**src/rtl/lcd_seg_pkg.sv**
```systemverilog
// Shared types and level selection for the LCD segment driver.
// Assumes group width is a power of two.
package lcd_seg_pkg;

    localparam int GRP_W = 4;

    typedef enum logic [1:0] {
        LVL_SEL_LO   = 2'b00,
        LVL_UNSEL_LO = 2'b01,
        LVL_SEL_HI   = 2'b10,
        LVL_UNSEL_HI = 2'b11
    } drive_lvl_e;

    // Pick the level code for one column from its bit, alternation and blanking.
    function automatic drive_lvl_e pick_level(input logic pix, input logic alt, input logic blank_n);
        drive_lvl_e lvl;
        if (!blank_n)
            lvl = LVL_SEL_LO;
        else if (!alt)
            lvl = pix ? LVL_SEL_LO : LVL_UNSEL_LO;
        else
            lvl = pix ? LVL_SEL_HI : LVL_UNSEL_HI;
        return lvl;
    endfunction

endpackage

```
**src/rtl/lcd_seg_edge.sv**
```systemverilog
// Falling-edge detector for a slow strobe sampled on the system clock.
// Assumes the strobe is already synchronous to clk.
// One pulse per high-to-low change; a level held low gives no further pulse.
module lcd_seg_edge (
    input  logic clk,
    input  logic rst_n,
    input  logic lvl,
    output logic fall
);

    logic lvl_q;

    // Remember the level seen at the previous edge.
    always_ff @(posedge clk) begin
        if (!rst_n) lvl_q <= 1'b0;
        else        lvl_q <= lvl;
    end

    assign fall = lvl_q & ~lvl;

endmodule

```
**src/rtl/lcd_seg_fill.sv**
```systemverilog
// Fill engine: position counter, serial group packer and first latch.
// Assumes COLS is a multiple of the group width.
// A line-load edge has priority over a data edge in the same cycle.
module lcd_seg_fill
    import lcd_seg_pkg::*;
#(
    parameter int COLS = 80
) (
    input  logic             clk,
    input  logic             rst_n,
    input  logic             data_fall,
    input  logic             load_fall,
    input  logic             par_mode,
    input  logic             ser_in,
    input  logic [GRP_W-1:0] par_in,
    input  logic             chain_dis_in,
    output logic             chain_out,
    output logic [COLS-1:0]  line_q
);

    localparam int CW = $clog2(COLS + 1);
    localparam int NB = $clog2(GRP_W);
    localparam int SW = CW - NB;

    logic [CW-1:0]    bit_cnt;
    logic [GRP_W-2:0] part;
    logic [SW-1:0]    slot;
    logic [NB-1:0]    pos;
    logic             full;
    logic             take;

    assign slot = bit_cnt[CW-1:NB];
    assign pos  = bit_cnt[NB-1:0];
    assign full = (bit_cnt >= CW'(COLS));
    assign take = data_fall & ~chain_dis_in & ~full;
    assign chain_out = ~full;

    // Advance the fill position and store complete groups into the first latch.
    always_ff @(posedge clk) begin
        if (!rst_n) begin
            bit_cnt <= '0;
            part    <= '0;
            line_q  <= '0;
        end else if (load_fall) begin
            bit_cnt <= '0;
            part    <= '0;
        end else if (take) begin
            if (par_mode) begin
                line_q[int'(slot)*GRP_W +: GRP_W] <= par_in;
                bit_cnt <= {SW'(slot + 1'b1), {NB{1'b0}}};
                part    <= '0;
            end else begin
                if (pos == NB'(GRP_W - 1))
                    line_q[int'(slot)*GRP_W +: GRP_W] <= {ser_in, part};
                else
                    part[pos] <= ser_in;
                bit_cnt <= bit_cnt + 1'b1;
            end
        end
    end

endmodule

```
**src/rtl/lcd_seg_level.sv**
```systemverilog
// Second latch and per-column level decode.
// Assumes alt and blank_n are synchronous; the decode is combinational.
module lcd_seg_level
    import lcd_seg_pkg::*;
#(
    parameter int COLS = 80
) (
    input  logic              clk,
    input  logic              rst_n,
    input  logic              load_fall,
    input  logic [COLS-1:0]   line_q,
    input  logic              alt,
    input  logic              blank_n,
    output logic [2*COLS-1:0] drive_code
);

    logic [COLS-1:0] shown_q;

    // Capture the filled line on each line-load edge.
    always_ff @(posedge clk) begin
        if (!rst_n)         shown_q <= '0;
        else if (load_fall) shown_q <= line_q;
    end

    for (genvar c = 0; c < COLS; c++) begin : g_col
        assign drive_code[2*c +: 2] = pick_level(shown_q[c], alt, blank_n);
    end

endmodule

```
**src/rtl/lcd_seg_driver.sv**
```systemverilog
// Top of the cascadable LCD segment column driver.
// Samples the data clock and the load strobe on clk and acts on their falling edges.
// Assumes all inputs are synchronous to clk and each strobe level lasts at least one clk.
module lcd_seg_driver
    import lcd_seg_pkg::*;
#(
    parameter int COLS = 80
) (
    input  logic              clk,
    input  logic              rst_n,
    input  logic              shift_clk,
    input  logic              line_load,
    input  logic              par_mode,
    input  logic              ser_in,
    input  logic [GRP_W-1:0]  par_in,
    input  logic              chain_dis_in,
    output logic              chain_out,
    input  logic              alt,
    input  logic              blank_n,
    output logic [2*COLS-1:0] drive_code
);

    logic            data_fall;
    logic            load_fall;
    logic [COLS-1:0] line_q;

    lcd_seg_edge u_data_edge (
        .clk  (clk),
        .rst_n(rst_n),
        .lvl  (shift_clk),
        .fall (data_fall)
    );

    lcd_seg_edge u_load_edge (
        .clk  (clk),
        .rst_n(rst_n),
        .lvl  (line_load),
        .fall (load_fall)
    );

    lcd_seg_fill #(.COLS(COLS)) u_fill (
        .clk         (clk),
        .rst_n       (rst_n),
        .data_fall   (data_fall),
        .load_fall   (load_fall),
        .par_mode    (par_mode),
        .ser_in      (ser_in),
        .par_in      (par_in),
        .chain_dis_in(chain_dis_in),
        .chain_out   (chain_out),
        .line_q      (line_q)
    );

    lcd_seg_level #(.COLS(COLS)) u_level (
        .clk       (clk),
        .rst_n     (rst_n),
        .load_fall (load_fall),
        .line_q    (line_q),
        .alt       (alt),
        .blank_n   (blank_n),
        .drive_code(drive_code)
    );

endmodule

```
**config.mk**
```make
export PLATFORM = sky130hd
export DESIGN_NAME = lcd_seg_driver
export DESIGN_NICKNAME = d
export VERILOG_FILES = /design/src/rtl/lcd_seg_pkg.sv /design/src/rtl/lcd_seg_edge.sv /design/src/rtl/lcd_seg_fill.sv /design/src/rtl/lcd_seg_level.sv /design/src/rtl/lcd_seg_driver.sv
export SDC_FILE = /design/constraint.sdc
export NUM_CORES = 1
export LEC_CHECK = 0
export BUFFER_PORTS_ARGS = -buffer_cell sky130_fd_sc_hd__buf_4
export CORE_MARGIN = 5
export CORE_UTILIZATION = 40
export DETAILED_ROUTE_END_ITERATION = 8
export GPL_TIMING_DRIVEN = 0
export PLACE_DENSITY = 0.65
export SETUP_SLACK_MARGIN = 0.05
export SYNTH_ARGS = -nofsm -noshare
export SYNTH_HDL_FRONTEND = slang
export SYNTH_SLANG_ARGS = --single-unit
```
**constraint.sdc**
```tcl
create_clock -name clk -period 3.24 [get_ports clk]
set_input_delay 0.486 -clock clk [delete_from_list [all_inputs] [get_ports clk]]
set_output_delay 0.486 -clock clk [all_outputs]
set_load 0.02 [all_outputs]
```
Word-level counts from Yosys, hierarchy flattened:

Cells that the tools add are included.

* reduce and logical (&&, ||, !) cells: 5
* magnitude comparators: 3
* divide/modulo/power cells: 0
* multiplexer cells: 330
* bitwise gates (word level): 10
* shift operators: 3
* multiply operators: 0
* equal/unequal tests: 2
* add/subtract/negate cells: 3

Operators by type and width (count)
* $mux 2: 160
* $mux 1: 161
* $bwmux 80: 2
* $mux 80: 2
* $shiftx 4x33->80: 2
* $shift 4x33->80 const A: 1
* $neg 7->33: 1
* $add 7x1->7 const B: 1
* $ge 7x7->1 const B: 1
* $mux 7: 1
* $mux 3: 2
* $not 1->1: 6
* $add 5x1->5 const B: 1
* $and 1x1->1: 4
* $bwmux 3: 1
* $lt 2x3->1 const B: 1
* $reduce_and 3->1: 1
* $demux 1 s2: 1
* $eq 2x2->1 const B: 1
* $ge 2x1->1 const B: 1
* $ne 2x2->1 const B: 1
* $reduce_and 2->1: 1
* $reduce_bool 2->1: 1
* $reduce_or 2->1: 1
* $logic_and 1x1->1: 1

* bits in latches: 0
* logic and storage cells: 362
* bits in writable memories: 0
* memories: 0
* bits of input ports: 13
* bits in read-only memories: 0
* flip-flop bits (word level): 172

Longest topological paths before layout:

Gate-level depths: netlist (run 1).

* depth in word-level cells: 7
* depth in mapped cells: 12

Hierarchy:

Synthesis (run 1) repeated with hierarchy kept, for this count alone.

* cell total of the unflattened synthesis: 895
* area total of the unflattened synthesis: 8469.4 sq um

Modules (own cells, without submodules)
* lcd_seg_level: times used 1, cells an instance 426, area each 4199.0 sq um
* lcd_seg_fill: times used 1, cells an instance 463, area each 4197.8 sq um
* lcd_seg_edge: times used 2, cells an instance 3, area each 36.3 sq um

Least setup slack after synthesis (run 1):

OpenSTA, ideal clock, no wires.

* path kind: input -> output
* from: in blank_n
* to: out drive_code[101]
* cell stages on the path: 4
* path slack: -0.071 ns
* required time: 2.754 ns
* arrival time: 2.825 ns
* cell sequence: clkbuf_1 > clkbuf_1 > and2_1 > buf_4

* longest elaborated chain between the ends: 1

Ends and longest elaborated chain
* start: declaration: RTL line lcd_seg_driver.sv:19 `input logic blank_n,`
* $mux 2: RTL line lcd_seg_pkg.sv:17 `if (!blank_n)`
* end: declaration: RTL line lcd_seg_driver.sv:20 `output logic [2*COLS-1:0] drive_code`

Every way passes these cells.

Final worst setup path (run 1):

* from: reg u_fill.bit_cnt[3]
* to: reg u_fill.line_q[63]

* longest elaborated chain between the ends: 5
* elaborated cells on any way between the ends: 12
* those cells by class: 1 x add/sub; 1 x order compare; 3 x shift; 4 x mux; 2 x bitwise; 1 x reduce/logical

Ends and longest elaborated chain
* start: declaration: RTL line lcd_seg_fill.sv:25 `logic [CW-1:0] bit_cnt;`
* start signal: assignment: RTL line lcd_seg_fill.sv:50 `bit_cnt <= {SW'(slot + 1'b1), {NB{1'b0}}};`
* start signal: assignment: RTL line lcd_seg_fill.sv:57 `bit_cnt <= bit_cnt + 1'b1;`
* $neg 7->33: RTL line lcd_seg_fill.sv:49, lcd_seg_fill.sv:54
* $shiftx 4x33->80 or $shift 4x33->80 (tied branches): RTL line lcd_seg_fill.sv:54, lcd_seg_fill.sv:49
* $bwmux 80: RTL line lcd_seg_fill.sv:54 `line_q[int'(slot)*GRP_W +: GRP_W] <= {ser_in, part};`
* $mux 80: RTL line lcd_seg_fill.sv:53 `if (pos == NB'(GRP_W - 1))`
* $mux 80: RTL line lcd_seg_fill.sv:48 `if (par_mode) begin`
* end signal: indexed assignment: RTL line lcd_seg_fill.sv:49 `line_q[int'(slot)*GRP_W +: GRP_W] <= par_in;`
* end signal: indexed assignment: RTL line lcd_seg_fill.sv:54
* end: declaration: RTL line lcd_seg_fill.sv:18 `output logic [COLS-1:0] line_q`

Several ways; a longest one is shown, not always the timed one. The select of a mux whose other input is x is not followed.
A chain may end at the register's enable or synchronous reset.

==> impl_metrics.toml, run 1 <==
[outcome]
status = "finished, final reports clean"

[yosys]
synth_area_leader_cell = "dfxtp_1"
synthTopCellsByArea = "dfxtp_1, nand2_1, a21boi_0, buf_4, mux2i_1"
yosysSeqAreaShare_pct = 40.9
synthFlopType = "dfxtp_1"
synth_top_area_share_pct = 40.9
syn_area_per_cell_um2 = 8.25
postSynth.asyncResetShare_pct = 0
synth-warning-count = 0
ys_seq_elements = 172
netlist_area_um2 = 8410
synth_cell_type_count = 52
synthCells = 1019
synth-edff-count = 0
syn-num-nets = 1039

[global_route]
grt_pass1_vias = 6919
grt_overflow = 0
gr-usage-all-layers_pct = 19.5
grt_pass1_wl_um = 37400
grt_max_degree = 81
antenna_found_initial = 0

[worst_setup_path]
endpoint_kind = "flip-flop"
crit_required_ns = 3.61
critPathMaxFanout = 10
crit_family = "simple AND/OR/NAND/NOR gates"
path_cells = "clkbuf_2, inv_1, ha_1, buf_2, nor4b_2, o21ai_0, nand2_1, or3_1, mux2i_1"
slowest_delay_ns = 0.70
critPathBufInv = 3
cp-start-kind = "flip-flop"
crit_type = "flip-flop to flip-flop"
cp_slowest_cell = "o21ai_0"
critPathArrivalTime_ns = 3.51

[power_and_ir_drop]
peakVddDrop_v = 0.000360
p_per_area_nw_per_um2 = 458
cellLeakagePower_nw = 4.31

[place]
placed_cells = 1465
dpl.hpwl_um = 18000
post-place-ws_ns = -0.198
gp_congestion = 0.984
port-buffer-count = 171

[route]
drt-total-wl_um = 23600
wl_met1_um = 10900
dr.pass1.iters = 5
vias = 7259
avgViaCountPerCell = 4.85
drt_iter0_markers = 571
highest_layer = "met4"
drcViolationCount = 0
routedWlPerCell_um = 15.7
met3_length_um = 1670
routed-wl-met2_um = 10300
ant_nets = 0

[floorplan]
die_w_um = 155
ioPinCount = 174
initial_core_util_pct = 40.3
num_rows = 53
dieArea_um2 = 24000
die_height_um = 155
core_um2 = 20900

[final_layout]
fin_util_pct = 51.3
final_cell_mix = "buf_4, nand2_1, dfxtp_1"
instances_no_fill = 1496
drive_gt1_share_pct = 25.8
area_growth_pct = 27.4
nFillCells = 2096
num_antenna_cells = 0
multi_input_area_um2 = 4110
regArea_um2 = 3440
final_common_cell = "buf_4"
fin_nets = 1229

[sta]
fin_skew_ns = 0.0117
slew_headroom_pct = 43.7
slew_violations = 0
fin_tns_setup_ns = 0
period_minus_slack_ns = 3.14
min_period_over_period_pct = 96.9
setup_viol = 0
grt_setup_unrepaired = "yes"
worstMarginPinSlew_ns = 0.836
fmax_ghz = 0.319
timing.hold.ws_ns = 0.261
worst_slack_ns = 0.100
finalHoldViolCount = 0

[clock_tree]
clock_sinks = 172
clock_path_buffers = 2
cts_setup_buffers = 0
cts_buffers = 17
htreeDepth = 4
cts-root-buf = "clkbuf_16"
clk_pin_slew_ns = 0.07
clkLatencyLatePin_ns = 0.44
cts_tree = "done"

[job]
cap_violations = 0

[worst_hold_path]
worstHoldPathType = "input port to flip-flop"
registers in the layout, summed over array words and instances, names as in the netlist:
| name | flops |
|---|---|
| u_level.shown_q | 80 |
| u_fill.line_q | 80 |
| u_data_edge.lvl_q | 1 |
| u_fill.part | 3 |
| u_fill.bit_cnt | 7 |
| u_load_edge.lvl_q | 1 |
repair_timing:
item                                    in CTS  in global routing
pin swaps                                    0                  0
resized for setup                            5                  7
hold buffers                                 0                  0
endpoints found under the setup margin     101                 33
metrics by stage:
step | cell area [µm²] | total power, mW
after global routing | 10700 | 5.08
after floorplan | 8410 | 2.53
after detailed placement | 10000 | 2.77
after CTS | 10700 | 4.95
final | 10700 | 4.90
after global placement | 10000 | 2.76
layout make-up:
type	count	share of cell area, %
buffer	148	8.20
clock buffer	17	3.97
clock inverter	14	1.94
inverter	6	0.210
multi-input combinational	693	38.3
sequential	172	32.1
tap	275	3.21
timing repair buffer	171	12.0
worst reg2reg max path, delay by kind of cell (launching register included):
kind,cells,cell delay [ns]
fa+ha+maj,1,0.22
simple gates,3,1.12
compound gates,1,0.70
buf+inv,3,0.52
flops,1,0.37
mux,1,0.12
Yosys cell counts (4+ instances only):
master	n
inv_1	6
ha_1	7
o31ai_1	8
nand4_1	20
nor2_1	18
and2_1	6
buf_4	79
nand3_1	48
nand2_1	248
dfxtp_1	172
nor3_1	5
and3_1	6
mux2i_1	55
a21boi_0	80
nor4_1	4
o21ai_0	25
nor2b_1	85
clkbuf_1	59
nand2b_1	7
or3_1	19
buf_2	7
a21oi_1	6
or2_2	4
routing by layer:
| metal | up-vias | global-route usage [%] |
|---|---|---|
| met2 | 266 | 30.2 |
| met1 | 3220 | 26.8 |
| met3 | 54 | 4.31 |
| met4 | 0 | 7.11 |
| li1 | 3719 | - |
| met5 | - | 0 |
worst paths after layout:
path	startpoint	end	slack, ns	cells after the start
min	shift_clk	u_data_edge.lvl_q	0.26	2
min reg2reg	u_fill.line_q[1]	u_fill.line_q[1]	0.46	2
max reg2reg	u_fill.bit_cnt[3]	u_fill.line_q[63]	0.10	9
max	u_fill.bit_cnt[3]	u_fill.line_q[63]	0.10	9
where the power goes:
group	total [mW]	switching, mW	internal, mW
combinational	0.594	0.338	0.256
clock	2.19	0.884	1.31
sequential	2.12	0.00176	2.12
total	4.90	1.22	3.68
kinds of logic after synthesis:
logic type / after synthesis / synth area share, %
xor gates and xnor gates: 6 / 0.625
muxes: 58 / 6.95
and+or+nand+nor: 491 / 28.8
adders and majority gates: 7 / 1.04
buffers and inverters: 154 / 10.7
AOI/OAI and AO/OA: 131 / 10.9
DFF: 172 / 40.9
No activity file was read; power rests on OpenSTA's default activity.
==> inputs of run 2 (changes only) <==
--- a/config.mk
+++ b/config.mk
@@ -5,7 +5,7 @@
 export SDC_FILE = /design/constraint.sdc
 export NUM_CORES = 1
 export LEC_CHECK = 0
-export BUFFER_PORTS_ARGS = -buffer_cell sky130_fd_sc_hd__buf_4
+export BUFFER_PORTS_ARGS = -buffer_cell sky130_fd_sc_hd__buf_2
 export CORE_MARGIN = 5
 export CORE_UTILIZATION = 40
 export DETAILED_ROUTE_END_ITERATION = 8
==> impl_metrics.toml, run 2 (synthesis gave the netlist of run 1 again) <==
[outcome]
status = "finished, final reports clean"

[clock_tree]
clkLatencyLatePin_ns = 0.43
cts_buffers = 17
holdBufCountCts = 0
cts-root-buf = "clkbuf_16"
cts_tree = "done"
clock_sinks = 172
htreeDepth = 4
clock_path_buffers = 2
clk_pin_slew_ns = 0.07

[sta]
worst_slack_ns = 0.146
fmax_ghz = 0.323
grt_setup_unrepaired = "yes"
finalHoldViolCount = 0
period_minus_slack_ns = 3.09
min_period_over_period_pct = 95.5
slew_violations = 0
worstMarginPinSlew_ns = 0.869
setup_viol = 0
slew_headroom_pct = 40.4
fin_skew_ns = 0.0100
fin_tns_setup_ns = 0

[final_layout]
regArea_um2 = 3440
fin_nets = 1230
multi_input_area_um2 = 4100
final_common_cell = "nand2_1"
final_cell_mix = "nand2_1, buf_2, dfxtp_1"
nFillCells = 2123
area_growth_pct = 21.8
num_antenna_cells = 0
drive_gt1_share_pct = 25.9
largest_registers = "u_fill.line_q: 80 flops, u_level.shown_q: 80 flops, u_fill.bit_cnt: 7 flops"

[power_and_ir_drop]
p_per_area_nw_per_um2 = 459
clock_power_share_pct = 43.8
power_frac_seq_pct = 45.0
p_int_mw = 3.48
swShare_pct = 26.0
p_sw_mw = 1.22
peakVddDrop_v = 0.000344
combPwrFrac_pct = 11.2
cellLeakagePower_nw = 4.16
finalPower_mw = 4.71

[worst_hold_path]
min_from = "shift_clk"
min_to = "u_data_edge.lvl_q"
worstHoldPathType = "input port to flip-flop"
hold_depth = 2

[route]
avgViaCountPerCell = 4.83
vias = 7231
drcViolationCount = 0
drt_iter0_markers = 458
dr.pass1.iters = 5
routedWlPerCell_um = 15.7
drt-total-wl_um = 23500
ant_nets = 0

[place]
gp_congestion = 0.976
post-place-ws_ns = -0.195
port-buffer-count = 171
dpl.hpwl_um = 17700

[global_route]
grt_max_degree = 81
antenna_found_initial = 0
grt_pass1_vias = 6642
grt_pass1_wl_um = 36400
gr-usage-all-layers_pct = 19.0
grt_overflow = 0

[worst_setup_path]
crit_type = "flip-flop to flip-flop"
cp_slowest_cell = "ha_1"
cp-start-kind = "flip-flop"
critPathArrivalTime_ns = 3.45
reg2regPathDepth = 11
timing.rr.end = "u_fill.line_q[10]"
r2r-start = "u_fill.bit_cnt[2]"
crit_required_ns = 3.60
critPathMaxFanout = 10
path_cells = "buf_2, inv_1, ha_1, buf_2, nor3b_1, ha_1, nand3_1, nor2_4, and3_1, clkbuf_1, mux2i_1"
r2r_slack_ns = 0.15
slowest_delay_ns = 0.36
endpoint_kind = "flip-flop"

[floorplan]
dieArea_um2 = 24000
ioPinCount = 174
initial_core_util_pct = 40.3
die_w_um = 155
core_um2 = 20900
die_height_um = 155
num_rows = 53

[job]
cap_violations = 0
## run 2: worst max-delay path by stage
stage,slack (ns),depth (start not counted),to,startpoint
6_report,0.15,11,u_fill.line_q[10],u_fill.bit_cnt[2]
5_1_grt,-0.001,11,u_fill.line_q[9],u_fill.bit_cnt[3]
4_1_cts,0.15,11,u_fill.line_q[52],u_fill.bit_cnt[2]
3_5_place_dp,-0.19,5,drive_code[57],blank_n
3_3_place_gp,-0.18,5,drive_code[57],blank_n
2_1_floorplan,0.65,4,drive_code[101],blank_n
## run 2: final cells by class
| type | count | share of cell area, % |
|---|---|---|
| Inverter | 6 | 0.220 |
| Sequential cell | 172 | 33.6 |
| Multi-Input combinational cell | 693 | 40.0 |
| Clock inverter | 13 | 1.51 |
| Clock buffer | 18 | 4.29 |
| Buffer | 148 | 8.57 |
| Tap cell | 275 | 3.36 |
| Timing Repair Buffer | 172 | 8.43 |
## run 2: metal layers
metal | share of wire, % | vias to the layer above | global-route usage [%]
met5 | 0 | - | 0
met4 | 2.2 | 0 | 5.80
met3 | 6.5 | 41 | 4.42
met2 | 43 | 234 | 29.0
met1 | 48 | 3258 | 26.9
li1 | - | 3698 | -
## run 2: stage by stage
step	utilization (%)	hold WS (ns)	instances	instance area, µm²
finish	49.0	0.273	1497	10200
global route	49.0	0.282	1497	10200
detailed placement	46.0	0.446	1465	9610
global placement	46.0	0.445	1465	9610
floorplan	-	0.431	1019	8410
CTS	48.9	0.265	1496	10200
## run 2: critical path, delay by kind of cell (launching register included)
kind,cells,cell delay [ns]
multiplexers,1,0.23
AND/OR/NAND/NOR,4,1.05
adder cells (fa/ha/maj),2,0.61
buffers and inverters,4,0.80
flip-flops,1,0.34
## run 2: power groups by stage
| stage | Clock (mW) | Combinational (mW) | Sequential (mW) |
|---|---|---|---|
| global placement | 0 | 0.531 | 2.17 |
| CTS | 2.10 | 0.532 | 2.12 |
| floorplan | 0 | 0.363 | 2.17 |
| detailed placement | 0 | 0.533 | 2.17 |
| global route | 2.19 | 0.567 | 2.12 |
| finish | 2.06 | 0.526 | 2.12 |
## run 2: what timing repair did
| action | 4_1_cts | 5_1_grt |
|---|---|---|
| resized for setup | 6 | 5 |
| setup endpoints to repair | 100 | 29 |
| pin swaps | 0 | 2 |
| buffers inserted | 0 | 1 |
